$ cat src/rtl/dtw_pkg.sv
package dtw_pkg;
  localparam int DATA_W   = 32;
  localparam int ADDR_W   = 12;
  localparam int WORD_W   = ADDR_W - 2;
  localparam int CH_COUNT = 2;
  localparam int ID_COUNT = 12;
  localparam int ID_IDX_W = $clog2(ID_COUNT + 4);
  localparam int CTL_W    = 8;

  // control field positions
  localparam int CTL_ONE = 0;
  localparam int CTL_IEN = 5;
  localparam int CTL_PER = 6;
  localparam int CTL_EN  = 7;
  localparam logic [CTL_W-1:0] CTL_MASK  = 8'hE1;
  localparam logic [CTL_W-1:0] CTL_RESET = 8'h20;

  // word addresses of the upper registers
  localparam logic [WORD_W-1:0] TCTL_WORD     = 10'h3C0;
  localparam logic [WORD_W-1:0] TDRV_WORD     = 10'h3C1;
  localparam logic [WORD_W-1:0] ID_FIRST_WORD = 10'h3F4;

  typedef enum logic [2:0] {
    REG_LOAD = 3'd0, REG_VALUE = 3'd1, REG_CTRL = 3'd2, REG_ICLR = 3'd3,
    REG_RAW  = 3'd4, REG_MSK   = 3'd5, REG_BGLD = 3'd6, REG_NONE = 3'd7
  } bank_reg_e;

  typedef enum logic [1:0] {RD_NONE, RD_CHAN, RD_TCTL, RD_ID} rd_src_e;

  typedef struct packed {
    logic                chanWr;
    logic                chanIdx;
    bank_reg_e           bankReg;
    logic                tctlWr;
    logic                tdrvWr;
    rd_src_e             rdSrc;
    logic [ID_IDX_W-1:0] idIdx;
  } strobe_t;

  function automatic logic [7:0] idByte(input logic [ID_IDX_W-1:0] idx);
    case (idx)
      4'd0:  idByte = 8'h04;
      4'd4:  idByte = 8'h23;
      4'd5:  idByte = 8'hB8;
      4'd6:  idByte = 8'h1B;
      4'd8:  idByte = 8'h0D;
      4'd9:  idByte = 8'hF0;
      4'd10: idByte = 8'h05;
      4'd11: idByte = 8'hB1;
      default: idByte = 8'h00;
    endcase
  endfunction
endpackage

$ cat src/rtl/dtw_ctrl.sv
module dtw_ctrl
  import dtw_pkg::*;
(
  input  logic              psel,
  input  logic              penable,
  input  logic              pwrite,
  input  logic [ADDR_W-1:0] paddr,
  output strobe_t           stb
);
  logic [WORD_W-1:0] word;
  logic inChan, bankOk, isTctl, isTdrv, isId, wrAccess, rdAccess;

  assign word = paddr[ADDR_W-1:2];

  always_comb begin
    inChan   = (paddr[ADDR_W-1:6] == '0);
    bankOk   = inChan && (bank_reg_e'(paddr[4:2]) != REG_NONE);
    isTctl   = (word == TCTL_WORD);
    isTdrv   = (word == TDRV_WORD);
    isId     = (word >= ID_FIRST_WORD);
    wrAccess = psel && penable && pwrite;
    rdAccess = psel && !pwrite;

    stb         = '0;
    stb.chanIdx = paddr[5];
    stb.bankReg = bank_reg_e'(paddr[4:2]);
    stb.idIdx   = ID_IDX_W'(word - ID_FIRST_WORD);
    stb.chanWr  = wrAccess && bankOk;
    stb.tctlWr  = wrAccess && isTctl;
    stb.tdrvWr  = wrAccess && isTdrv;
    stb.rdSrc   = RD_NONE;
    if (rdAccess) begin
      if (bankOk)      stb.rdSrc = RD_CHAN;
      else if (isTctl) stb.rdSrc = RD_TCTL;
      else if (isId)   stb.rdSrc = RD_ID;
    end
  end
endmodule

$ cat src/rtl/dtw_chan.sv
module dtw_chan
  import dtw_pkg::*;
(
  input  logic              clk,
  input  logic              rstN,
  input  logic              wrEn,
  input  bank_reg_e         regSel,
  input  logic [DATA_W-1:0] wdata,
  output logic [DATA_W-1:0] rdata,
  output logic              irqMasked
);
  logic [DATA_W-1:0] loadQ, valueQ;
  logic [CTL_W-1:0]  ctlQ;
  logic              rawQ;
  logic              running;

  assign running   = ctlQ[CTL_EN] && !(ctlQ[CTL_ONE] && valueQ == '0);
  assign irqMasked = rawQ && ctlQ[CTL_IEN];

  always_ff @(posedge clk or negedge rstN) begin
    if (!rstN) begin
      loadQ  <= '0;
      valueQ <= '1;
      ctlQ   <= CTL_RESET;
      rawQ   <= 1'b0;
    end else begin
      if (running) begin
        if (valueQ != '0) begin
          valueQ <= valueQ - 1'b1;
          if (valueQ == DATA_W'(1)) rawQ <= 1'b1;
        end else begin
          valueQ <= ctlQ[CTL_PER] ? loadQ : '1;
        end
      end
      if (wrEn) begin
        case (regSel)
          REG_LOAD: begin loadQ <= wdata; valueQ <= wdata; end
          REG_BGLD: loadQ <= wdata;
          REG_CTRL: ctlQ <= wdata[CTL_W-1:0] & CTL_MASK;
          REG_ICLR: rawQ <= 1'b0;
          default: ;
        endcase
      end
    end
  end

  always_comb begin
    case (regSel)
      REG_LOAD, REG_BGLD: rdata = loadQ;
      REG_VALUE:          rdata = valueQ;
      REG_CTRL:           rdata = DATA_W'(ctlQ);
      REG_RAW:            rdata = DATA_W'(rawQ);
      REG_MSK:            rdata = DATA_W'(irqMasked);
      default:            rdata = '0;
    endcase
  end
endmodule

$ cat src/rtl/dtw_dp.sv
module dtw_dp
  import dtw_pkg::*;
(
  input  logic                clk,
  input  logic                rstN,
  input  strobe_t             stb,
  input  logic [DATA_W-1:0]   wdata,
  output logic [DATA_W-1:0]   rdata,
  output logic [CH_COUNT-1:0] irqCh,
  output logic                irqAny,
  output logic                testEn,
  output logic [CH_COUNT-1:0] testBits
);
  logic [DATA_W-1:0]   chanRd [CH_COUNT];
  logic [CH_COUNT-1:0] chanIrq;

  for (genvar i = 0; i < CH_COUNT; i++) begin : g_chan
    dtw_chan u_chan (
      .clk      (clk),
      .rstN     (rstN),
      .wrEn     (stb.chanWr && (int'(stb.chanIdx) == i)),
      .regSel   (stb.bankReg),
      .wdata    (wdata),
      .rdata    (chanRd[i]),
      .irqMasked(chanIrq[i])
    );
  end

  always_ff @(posedge clk or negedge rstN) begin
    if (!rstN) begin
      testEn   <= 1'b0;
      testBits <= '0;
    end else begin
      if (stb.tctlWr) testEn   <= wdata[0];
      if (stb.tdrvWr) testBits <= wdata[CH_COUNT-1:0];
    end
  end

  assign irqCh  = testEn ? testBits : chanIrq;
  assign irqAny = |irqCh;

  always_comb begin
    case (stb.rdSrc)
      RD_CHAN: rdata = chanRd[stb.chanIdx];
      RD_TCTL: rdata = DATA_W'(testEn);
      RD_ID:   rdata = DATA_W'(idByte(stb.idIdx));
      default: rdata = '0;
    endcase
  end
endmodule

$ cat src/rtl/dual_timer_apb.sv
module dual_timer_apb
  import dtw_pkg::*;
(
  input  logic                pclk,
  input  logic                presetn,
  input  logic                psel,
  input  logic                penable,
  input  logic                pwrite,
  input  logic [ADDR_W-1:0]   paddr,
  input  logic [DATA_W-1:0]   pwdata,
  output logic [DATA_W-1:0]   prdata,
  output logic                pready,
  output logic                pslverr,
  output logic [CH_COUNT-1:0] irqCh,
  output logic                irqAny
);
  strobe_t             stb;
  logic                testEn;
  logic [CH_COUNT-1:0] testBits;

  assign pready  = 1'b1;
  assign pslverr = 1'b0;

  dtw_ctrl u_ctrl (
    .psel(psel), .penable(penable), .pwrite(pwrite), .paddr(paddr), .stb(stb)
  );

  dtw_dp u_dp (
    .clk(pclk), .rstN(presetn), .stb(stb), .wdata(pwdata), .rdata(prdata),
    .irqCh(irqCh), .irqAny(irqAny), .testEn(testEn), .testBits(testBits)
  );
endmodule

$ cat config.mk
export PLATFORM = sky130hd
export DESIGN_NAME = dual_timer_apb
export DESIGN_NICKNAME = d
export VERILOG_FILES = /design/src/rtl/dtw_pkg.sv /design/src/rtl/dtw_ctrl.sv /design/src/rtl/dtw_chan.sv /design/src/rtl/dtw_dp.sv /design/src/rtl/dual_timer_apb.sv
export SDC_FILE = /design/constraint.sdc
export NUM_CORES = 1
export LEC_CHECK = 0
export BUFFER_PORTS_ARGS = -buffer_cell sky130_fd_sc_hd__buf_2
export CELL_PAD_IN_SITES_DETAIL_PLACEMENT = 1
export CELL_PAD_IN_SITES_GLOBAL_PLACEMENT = 1
export CORE_ASPECT_RATIO = 2
export CORE_MARGIN = 10
export CORE_UTILIZATION = 42
export CTS_CLUSTER_SIZE = 20
export DETAILED_ROUTE_END_ITERATION = 7
export HOLD_SLACK_MARGIN = 0.03
export PLACE_DENSITY = 0.8
export SETUP_SLACK_MARGIN = 0.2
export SLEW_MARGIN = 0
export SYNTH_ARGS = -nofsm -noshare
export SYNTH_HDL_FRONTEND = slang
export SYNTH_HIERARCHICAL = 1
export SYNTH_SLANG_ARGS = --single-unit
$ cat constraint.sdc
create_clock -name pclk -period 2.6 [get_ports pclk]
set_input_delay 0.52 -clock pclk [delete_from_list [all_inputs] [get_ports pclk]]
set_output_delay 0.52 -clock pclk [all_outputs]
set_load 0.05 [all_outputs]
Word level (Yosys, flattened, before mapping)
Memories as Yosys holds them, arrays and structs flattened.
Cells that the tools add are included.
{"block": "op_classes", "n_addsub": 3, "magnitude_cmp": 2, "eq_ne": 14, "muxes": 31, "bitwise": 2, "n_reduce_logical": 30}
{"cell": "32-bit two-way mux", "n": 13}
{"cell": "32-bit one-hot mux with 5 select lines", "n": 2}
{"cell": "32-bit one-hot mux with 3 select lines", "n": 1}
{"cell": "32-bit by 1-bit == test with 1-bit output, second input constant", "n": 2}
{"cell": "32-bit logical NOT", "n": 2}
{"cell": "32-bit nonzero test", "n": 2}
{"cell": "32-bit by 1-bit subtractor with 32-bit output, second input constant", "n": 2}
{"cell": "10-bit == test, second input constant", "n": 2}
{"cell": "1-bit logical AND", "n": 15}
{"cell": "10-bit >= comparator, second input constant", "n": 1}
{"cell": "1-bit two-way mux", "n": 10}
{"cell": "2-bit two-way mux", "n": 5}
{"cell": "3-bit == test, second input constant", "n": 3}
{"cell": "2-bit AND reduction", "n": 4}
{"cell": "3-bit by 2-bit == test with 1-bit output, second input constant", "n": 2}
{"cell": "6-bit logical NOT", "n": 1}
{"cell": "2-bit == test, second input constant", "n": 2}
{"cell": "2-bit OR reduction", "n": 2}
{"cell": "4-bit by 3-bit subtractor with 4-bit output, second input constant", "n": 1}
{"cell": "3-bit by 1-bit == test with 1-bit output, second input constant", "n": 1}
{"cell": "1-bit logical NOT", "n": 3}
{"cell": "3-bit logical NOT", "n": 1}
{"cell": "3-bit inequality test, second input constant", "n": 1}
{"cell": "2-bit by 1-bit == test with 1-bit output, second input constant", "n": 1}
{"cell": "3 further kinds", "n": 3}
{"block": "totals", "reg_bits": 141, "romBits": 128, "in_bits": 49, "out_inout_bits": 37, "elab_cells": 93, "memories": 1}
{"name": "(no name shown)", "depth": 16, "width": 8, "read_ports": 1, "rd_ports_with_merged_regs": 0, "wr": 0, "line": "dtw_pkg.sv:41", "rtl": "case (idx)"}

Depth between registers and ports, before layout
Gate-level depths: netlist (run 1).
{"block": "logic_depth", "depth_word": 7, "ltp_mapped": 12, "ltp_nobuf": 10}

Hierarchy
The synthesis (run 1) kept the hierarchy.
{"mod": "dtw_chan at u_dp.g_chan[0].u_chan", "instances": 1, "cells_each": 509, "area_per_inst_um2": 4463.0, "seq_area_each_um2": 1767.9}
{"mod": "dtw_chan at u_dp.g_chan[1].u_chan", "instances": 1, "cells_each": 495, "area_per_inst_um2": 4374.2, "seq_area_each_um2": 1767.9}
{"mod": "dtw_dp", "instances": 1, "cells_each": 110, "area_per_inst_um2": 890.9, "seq_area_each_um2": 75.1}
{"mod": "dtw_ctrl", "instances": 1, "cells_each": 31, "area_per_inst_um2": 242.7, "seq_area_each_um2": 0.0}
{"mod": "dual_timer_apb", "instances": 1, "cells_each": 4, "area_per_inst_um2": 22.5, "seq_area_each_um2": 0.0}

Least setup slack after synthesis (run 1)
OpenSTA, ideal clock, no wires.
{"block": "synth_path", "path_type": "input to output", "startpoint": "in paddr[2]", "endpoint": "out prdata[1]", "arrival_ns": 2.931, "t_required_ns": 2.080, "slack_ns": -0.851, "stages": 8, "path_cell_list": "buf_4 > clkbuf_1 > nor2b_1 > nor2b_1 > clkbuf_1 > a22o_1 > mux2i_1 > o21ai_0"}
{"element": "start, declared", "line": "dual_timer_apb.sv:9", "rtl": "input logic [ADDR_W-1:0] paddr,"}
{"element": "end, declared", "line": "dual_timer_apb.sv:11", "rtl": "output logic [DATA_W-1:0] prdata,"}

==> flow_metrics.tcl, run 1 <==
set metrics [dict create \
    ctsHtreeMaxLevel 4 \
    maxClockFrequency_mhz 339.3 \
    worst_slew_margin_rel 0.5050 \
    cts.path.max_buffers 2 \
    io_pins 86 \
    critPathMaxFanout 6 \
    synth.most_common_cell "sky130_fd_sc_hd__nand2_1" \
    groute.usage.overall 0.3297 \
    drt_wl_total_um 57920 \
    worst_ir_drop_vdd_v 0.0005800 \
    vias 12334 \
    yosysTopAreaCellShare 0.1878 \
    post-route-cell-area_um2 14450 \
    cp-end-kind "output port" \
    final-setup-viol-count 43 \
    cp-endpoint "prdata[6]" \
    die_area_um2 30740 \
    rsz0062_at_grt "true" \
    setup-tns-final_ns -8.967 \
    postSynth.topFlopCell "sky130_fd_sc_hd__dfrtp_1" \
    ys_ff_latch 141 \
    post-place-cells 1585 \
    violations "negative setup slack" \
    cts-buffers-inserted 17 \
    synth.yosys.warnings 6 \
    clkSinkCount 141 \
    dp_slack_ns -0.5091 \
    synth.cells.most_frequent "105 x sky130_fd_sc_hd__nand2_1, 100 x sky130_fd_sc_hd__o21ai_0, 94 x sky130_fd_sc_hd__nor2_1, 75 x sky130_fd_sc_hd__dfrtp_1, 66 x sky130_fd_sc_hd__dfstp_2" \
    portBuffers 81 \
    cts_root_buf "sky130_fd_sc_hd__clkbuf_16" \
    globalRoute.totalOverflow 0 \
    firstDrtPassIters 6 \
    synth.area.top_cells "sky130_fd_sc_hd__dfrtp_1 19%, sky130_fd_sc_hd__dfstp_2 17%, sky130_fd_sc_hd__mux2_2 6.0%" \
    syn_inst 1149 \
    synth_top_cell_by_area "sky130_fd_sc_hd__dfrtp_1" \
    nNetsFinal 1428 \
    nets_in_the_synthesized_netlist 1209 \
    initial_utilization 0.4284 \
    timing_worst_setup_path_type "in2out" \
    worstReg2RegStart "u_dp/g_chan[0].u_chan/valueQ[23]" \
    die_width_um 129.1 \
    synth_enable_flop_cells 0 \
    clk_pin_slew_ns 0.06 \
    synthesis.area_um2 9993 \
    min_path_type "in2reg" \
    gpl.final_weighted_congestion 0.9666 \
    crit_path_start_kind "primary input" \
    synth_async_sr_flop_share 1.000 \
    timing.final.crit_share 1.134 \
    max_cap_violations 0 \
    reg_to_reg_end "u_dp/g_chan[0].u_chan/valueQ[0]" \
    grt_pass1_vias 12522 \
    crit_path_start "paddr[5]" \
    hold-worst-slack_ns 0.3405 \
    clock_skew_ns 0.01272 \
    antenna-diode-count 0 \
    timing.reg2reg.worst_path_depth 8 \
    synth_area_per_cell_um2 8.697 \
    core.rowCount 79 \
    cp_data_arrival_time_ns 2.43 \
    postPlaceCellArea_um2 12170 \
    fin_ws_ns -0.3475 \
    hpwlAfterDp_um 32000 \
    via_per_inst 7.417 \
    post-route-min-period_ns 2.948 \
    reg2reg_slack_ns -0.09 \
    layout.core_utilization 0.6193 \
    routedWlPerCell_um 34.83 \
    design_power_total_mw 8.056 \
    count_of_distinct_cell_types_in_the_synthesized_netlist 89 \
    fin_cells 1663 \
    grt_first_pass_wirelength_um 76580 \
    antenna_found_initial 0 \
    floorplan.core_area_um2 23330 \
    drc_errors 0 \
    hold_fails_final_rpt 0 \
    synth_sequential_area_ratio 0.3613 \
    result_of_the_run "complete, but fails checks" \
    drive_gt1_frac 0.4630 \
    finalMaxSlewViolations 0 \
    floorplan.die.height_um 238.1 \
    power.leakage_nw 6.179 \
    area.growth.synth_to_final_pct 44.57 \
    grt_start_max_net_pins 47 \
    worstPathRequired_ns 2.08 \
    antenna_violating_nets_post_route 0 \
    dr_iter_0_viols 1577 \
    worst_skew_pair.late_latency_ns 0.48 \
    tritoncts "yes" \
    pwr_dens_nw_per_um2 557.6 \
    worst_pin_slew_ns 0.7218 \
]
## sequential cells by signal, summed over array words and instances (netlist names)
register                   flops
u_dp/testEn                    1
u_dp/g_chan.u_chan/rawQ        2
u_dp/testBits                  2
u_dp/g_chan.u_chan/valueQ     64
u_dp/g_chan.u_chan/ctlQ        8
u_dp/g_chan.u_chan/loadQ      64
## cell usage in the layout, fill, tap and decap left out, types with 8 or more instances in the layout
cell type / n
sky130_fd_sc_hd__nor4_4: 10
sky130_fd_sc_hd__nand3_1: 17
sky130_fd_sc_hd__nand3_2: 10
sky130_fd_sc_hd__a21oi_1: 52
sky130_fd_sc_hd__clkbuf_16: 17
sky130_fd_sc_hd__nor2_4: 36
sky130_fd_sc_hd__a22oi_1: 12
sky130_fd_sc_hd__nand2_1: 100
sky130_fd_sc_hd__or3_1: 9
sky130_fd_sc_hd__o21ai_1: 23
sky130_fd_sc_hd__buf_12: 19
sky130_fd_sc_hd__nor2_1: 55
sky130_fd_sc_hd__dfrtp_1: 75
sky130_fd_sc_hd__o21ai_2: 8
sky130_fd_sc_hd__nand2b_1: 9
sky130_fd_sc_hd__o21ai_0: 73
sky130_fd_sc_hd__a31oi_1: 15
sky130_fd_sc_hd__buf_2: 44
sky130_fd_sc_hd__dfstp_2: 66
sky130_fd_sc_hd__mux2i_1: 32
sky130_fd_sc_hd__mux2_2: 50
sky130_fd_sc_hd__xnor2_1: 17
sky130_fd_sc_hd__buf_8: 23
sky130_fd_sc_hd__nor4_1: 15
sky130_fd_sc_hd__a22o_1: 56
sky130_fd_sc_hd__nand4_1: 9
sky130_fd_sc_hd__nor3_1: 20
sky130_fd_sc_hd__buf_6: 44
sky130_fd_sc_hd__o211ai_1: 14
sky130_fd_sc_hd__or4_4: 10
sky130_fd_sc_hd__inv_1: 40
sky130_fd_sc_hd__buf_4: 160
## cell families (layout without fill, tap and decap cells)
group / count (synthesis) / after routing / synth area share
DFF: 141 / 141 / 0.3613
buffers and inverters: 141 / 372 / 0.06686
muxes: 85 / 85 / 0.09177
and+or+nand+nor: 391 / 391 / 0.2045
AOI/OAI and AO/OA: 350 / 350 / 0.2365
adders and majority gates: 11 / 11 / 0.01377
other: 2 / 2 / 0.0007515
xor gates and xnor gates: 28 / 28 / 0.02454
## metal layers
layer | vias up | routed length, µm | GRT usage
met1 | 6133 | 19250 | 0.3355
met4 | 0 | 5579 | 0.2601
li1 | 4672 | - | -
met3 | 447 | 5139 | 0.08328
met5 | - | 0 | 0
met2 | 1082 | 27960 | 0.5598
## layout make-up
type                            count  area (µm²)
Inverter                           47       187.7
Sequential cell                   141        3611
Fill cell                        2529        8880
Timing Repair Buffer              294        2735
Clock inverter                     11       142.6
Multi-Input combinational cell    867        6960
Tap cell                          283       354.1
Clock buffer                       20       456.7
## worst max-delay path: stages
cell and delay [ns]:
sky130_fd_sc_hd__buf_8 0.11, sky130_fd_sc_hd__inv_8 0.07, sky130_fd_sc_hd__ha_4 0.15, sky130_fd_sc_hd__nor3b_4 0.22, sky130_fd_sc_hd__o2111ai_2 0.15, sky130_fd_sc_hd__a21boi_2 0.32
sky130_fd_sc_hd__buf_4 0.20, sky130_fd_sc_hd__nand4b_1 0.14, sky130_fd_sc_hd__o21ai_1 0.19, sky130_fd_sc_hd__and2_4 0.22, sky130_fd_sc_hd__buf_8 0.14
## where the power goes
| part | switching, mW | leakage [nW] | total, mW | internal (mW) |
|---|---|---|---|---|
| Combinational | 1.40 | 4.33 | 2.46 | 1.05 |
| Sequential | 0.393 | 1.57 | 2.97 | 2.58 |
| Clock | 1.09 | 0.280 | 2.63 | 1.54 |
| Total | 2.88 | 6.18 | 8.06 | 5.17 |
## timing repair
action,in CTS,in global routing
hold buffers,1,0
hold endpoints to repair,26,0
endpoints found under the setup margin,88,94
pin swaps,60,61
setup buffers,25,17
gates resized for setup,194,116
cloned,4,0
## worst min-delay path by stage
stage	start	endpoint	slack, ns	cells after the start
after floorplan	presetn	u_dp/g_chan[0].u_chan/ctlQ[0]	0.22	0
after CTS	pwdata[25]	u_dp/g_chan[0].u_chan/valueQ[25]	0.31	3
after detailed placement	presetn	u_dp/g_chan[0].u_chan/loadQ[3]	0.49	1
final	pwdata[25]	u_dp/g_chan[0].u_chan/valueQ[25]	0.34	3
after global placement	presetn	u_dp/g_chan[0].u_chan/loadQ[1]	0.49	1
after global routing	pwdata[25]	u_dp/g_chan[0].u_chan/valueQ[25]	0.33	3
Power figures use the tool's default switching activity.
==> inputs of run 2 (changes only) <==
--- a/config.mk
+++ b/config.mk
@@ -19,5 +19,4 @@
 export SLEW_MARGIN = 0
 export SYNTH_ARGS = -nofsm -noshare
 export SYNTH_HDL_FRONTEND = slang
-export SYNTH_HIERARCHICAL = 1
 export SYNTH_SLANG_ARGS = --single-unit
==> run 2 against run 1 <==
Net effect: the flow still finishes with violations (negative setup slack); core utilization is 5.4 points higher; setup slack got worse by 0.11 ns; sequential power is 22% lower; first-iteration DRC count up 9.5%; hold slack improved by 0.0076 ns; final area is 3.2% higher; flip-flop and latch count is the same; clock power up 5%; global-route usage is 0.75 points higher; clock skew shrank 0.0017 ns; critical path type unchanged; critical endpoint is now prdata[5].
==> flow_metrics.tcl, run 2 <==
set metrics [dict create \
    pwr_dens_nw_per_um2 397.9 \
    vias 12464 \
    max_cap_violations 0 \
    postSynth.topFlopCell "sky130_fd_sc_hd__dfrtp_1" \
    timing.final.crit_share 1.176 \
    worst_pin_slew_ns 1.095 \
    globalRoute.totalOverflow 0 \
    rsz0062_at_grt "true" \
    floorplan.die.height_um 232.7 \
    synth_sequential_area_ratio 0.3800 \
    hold_fails_final_rpt 0 \
    share_clk_of_total_power 0.464 \
    syn_inst 1051 \
    initial_utilization 0.4288 \
    finalMaxSlewViolations 0 \
    worstPathRequired_ns 2.08 \
    drc_errors 0 \
    groute.usage.overall 0.3373 \
    reg2reg_slack_ns -0.35 \
    critPathMaxFanout 5 \
    portBuffers 81 \
    timing_worst_setup_path_type "in2out" \
    final-setup-viol-count 47 \
    layout.core_utilization 0.6731 \
    portion_of_total_power_attributed_to_sequential_cells 0.393 \
    hpwlAfterDp_um 32490 \
    grt_start_max_net_pins 50 \
    result_of_the_run "complete, but fails checks" \
    worst_ir_drop_vdd_v 0.0006964 \
    power.leakage_nw 6.095 \
    layout.cells.most_common "sky130_fd_sc_hd__buf_4" \
    cts.path.max_buffers 2 \
    clkSinkCount 141 \
    routedWlPerCell_um 39.67 \
    antenna_found_initial 3 \
    dp_slack_ns -0.3565 \
    multi_input_gate_area_um2 7112 \
    worst_slew_margin_rel 0.2630 \
    drt_wl_total_um 63670 \
    synth.area.top_cells "sky130_fd_sc_hd__dfrtp_1 20%, sky130_fd_sc_hd__dfstp_2 18%, sky130_fd_sc_hd__mux2_2 9.6%" \
    synth.yosys.warnings 0 \
    io_pins 86 \
    worst_skew_pair.late_latency_ns 0.47 \
    fillCellCount 2291 \
    ff_latch_area_um2 3612 \
    ys_ff_latch 141 \
    firstDrtPassIters 6 \
    grt_pass1_vias 12149 \
    ctsHtreeMaxLevel 4 \
    nets_in_the_synthesized_netlist 1112 \
    clk_pin_slew_ns 0.06 \
    antenna_violating_nets_post_route 0 \
    synth_area_per_cell_um2 9.041 \
    synth.most_common_cell "sky130_fd_sc_hd__nand2_1" \
    count_of_distinct_cell_types_in_the_synthesized_netlist 79 \
    violations "negative setup slack" \
    maxClockFrequency_mhz 327.1 \
    synth_top_cell_by_area "sky130_fd_sc_hd__dfrtp_1" \
    combinationalPowerShare 0.143 \
    grt_first_pass_wirelength_um 76470 \
    crit_path_start_kind "primary input" \
    cp-end-kind "output port" \
    dr_iter_0_viols 1727 \
    post-route-min-period_ns 3.057 \
    internal_power_mw 4.264 \
    tritoncts "yes" \
    synth_enable_flop_cells 0 \
    synthesis.area_um2 9502 \
    cts-buffers-inserted 17 \
    fin_ws_ns -0.4570 \
    gpl.final_weighted_congestion 1.018 \
    via_per_inst 7.766 \
    core.rowCount 77 \
    clock_skew_ns 0.01104 \
    cts_root_buf "sky130_fd_sc_hd__clkbuf_16" \
    drive_gt1_frac 0.5426 \
    yosysTopAreaCellShare 0.1975 \
    die_width_um 126.4 \
    cp_data_arrival_time_ns 2.54 \
    largest_registers "u_dp.g_chan.u_chan.loadQ: 64 flops, u_dp.g_chan.u_chan.valueQ: 64 flops, u_dp.g_chan.u_chan.ctlQ: 8 flops" \
    leading_cell_types_in_the_layout_fill_and_taps_excluded "164 x sky130_fd_sc_hd__buf_4, 117 x sky130_fd_sc_hd__nand2_1, 78 x sky130_fd_sc_hd__mux2_2" \
    area.growth.synth_to_final_pct 56.98 \
    nNetsFinal 1375 \
    synth_async_sr_flop_share 1.000 \
    switching_share 0.2815 \
    floorplan.core_area_um2 22160 \
    min_path_type "in2reg" \
    synth.cells.most_frequent "132 x sky130_fd_sc_hd__nand2_1, 81 x sky130_fd_sc_hd__mux2_2, 75 x sky130_fd_sc_hd__dfrtp_1, 66 x sky130_fd_sc_hd__dfstp_2, 65 x sky130_fd_sc_hd__nor2_1" \
    switchingPower_mw 1.670 \
    die_area_um2 29400 \
]
[run 2: per-layer routing]
metal | routed length (µm) | track usage | vias up
met5 | 11 | 0 | -
met4 | 7052 | 0.2663 | 2
met3 | 6702 | 0.06764 | 511
met2 | 29490 | 0.5838 | 1239
met1 | 20410 | 0.3451 | 6144
li1 | - | - | 4568
[run 2: kinds of logic after synthesis]
kind of cell / Yosys count / share of synthesized area
xor gates and xnor gates: 12 / 0.01106
buffers and inverters: 105 / 0.04596
AOI/OAI and AO/OA: 308 / 0.2331
adders and majority gates: 12 / 0.01580
other: 2 / 0.0007904
and+or+nand+nor: 380 / 0.2067
DFF: 141 / 0.3800
muxes: 91 / 0.1065
[run 2: what timing repair did]
| action | in CTS | in global routing |
|---|---|---|
| setup buffers | 17 | 41 |
| hold endpoints to repair | 21 | 0 |
| cloned | 4 | 9 |
| pin swaps | 60 | 94 |
| setup endpoints to repair | 88 | 92 |
| gates resized for setup | 180 | 183 |
| hold buffers | 1 | 0 |
[run 2: cell type report]
class | instances | area share
clock inverter | 5 | 0.006711
multi-input combinational | 805 | 0.4768
inverter | 26 | 0.006963
timing repair buffer | 323 | 0.2081
sequential | 141 | 0.2422
clock buffer | 27 | 0.03574
antenna | 2 | 0.0003355
tap | 276 | 0.02315
[run 2: per-stage QoR]
step / cell area, µm² / TNS, ns / std cells / power, mW / hold slack [ns]
6_report: 14920 / -11.38 / 1605 / 5.934 / 0.3482
5_1_grt: 14910 / -11.40 / 1603 / 6.028 / 0.3650
3_3_place_gp: 12040 / -8.140 / 1499 / 2.933 / 0.4878
4_1_cts: 13590 / -4.587 / 1553 / 5.682 / 0.3199
2_1_floorplan: 10230 / -3.625 / 1051 / 2.614 / 0.2244
3_5_place_dp: 12040 / -11.18 / 1499 / 2.962 / 0.4979
[run 2: power by group through the flow]
stage | registers (mW) | logic, mW | clock network [mW]
2_1_floorplan | 2.33 | 0.284 | 0
3_3_place_gp | 2.34 | 0.593 | 0
3_5_place_dp | 2.34 | 0.620 | 0
4_1_cts | 2.31 | 0.684 | 2.68
5_1_grt | 2.33 | 0.872 | 2.83
6_report | 2.33 | 0.851 | 2.75
[run 2: worst paths after layout]
path,end,cells after the start,startpoint
worst max-delay path,prdata[5],8,paddr[8]
worst min-delay path,u_dp.g_chan[1].u_chan.valueQ[21],3,pwdata[21]
worst max register to register,u_dp.g_chan[0].u_chan.valueQ[11],7,u_dp.g_chan[0].u_chan.valueQ[1]
worst min register to register,u_dp.g_chan[0].u_chan.loadQ[18],1,u_dp.g_chan[0].u_chan.loadQ[18]
max in group asynchronous,u_dp.g_chan[0].u_chan.valueQ[0],3,presetn
min in group asynchronous,u_dp.g_chan[1].u_chan.ctlQ[0],2,presetn
[run 2: critical path: stages]
cell and delay [ns]:
sky130_fd_sc_hd__buf_6 0.10, sky130_fd_sc_hd__or4_4 0.55, sky130_fd_sc_hd__nor2_4 0.23, sky130_fd_sc_hd__o311ai_4 0.19, sky130_fd_sc_hd__buf_4 0.19, sky130_fd_sc_hd__buf_8 0.14, sky130_fd_sc_hd__o32ai_4 0.38, sky130_fd_sc_hd__buf_6 0.23
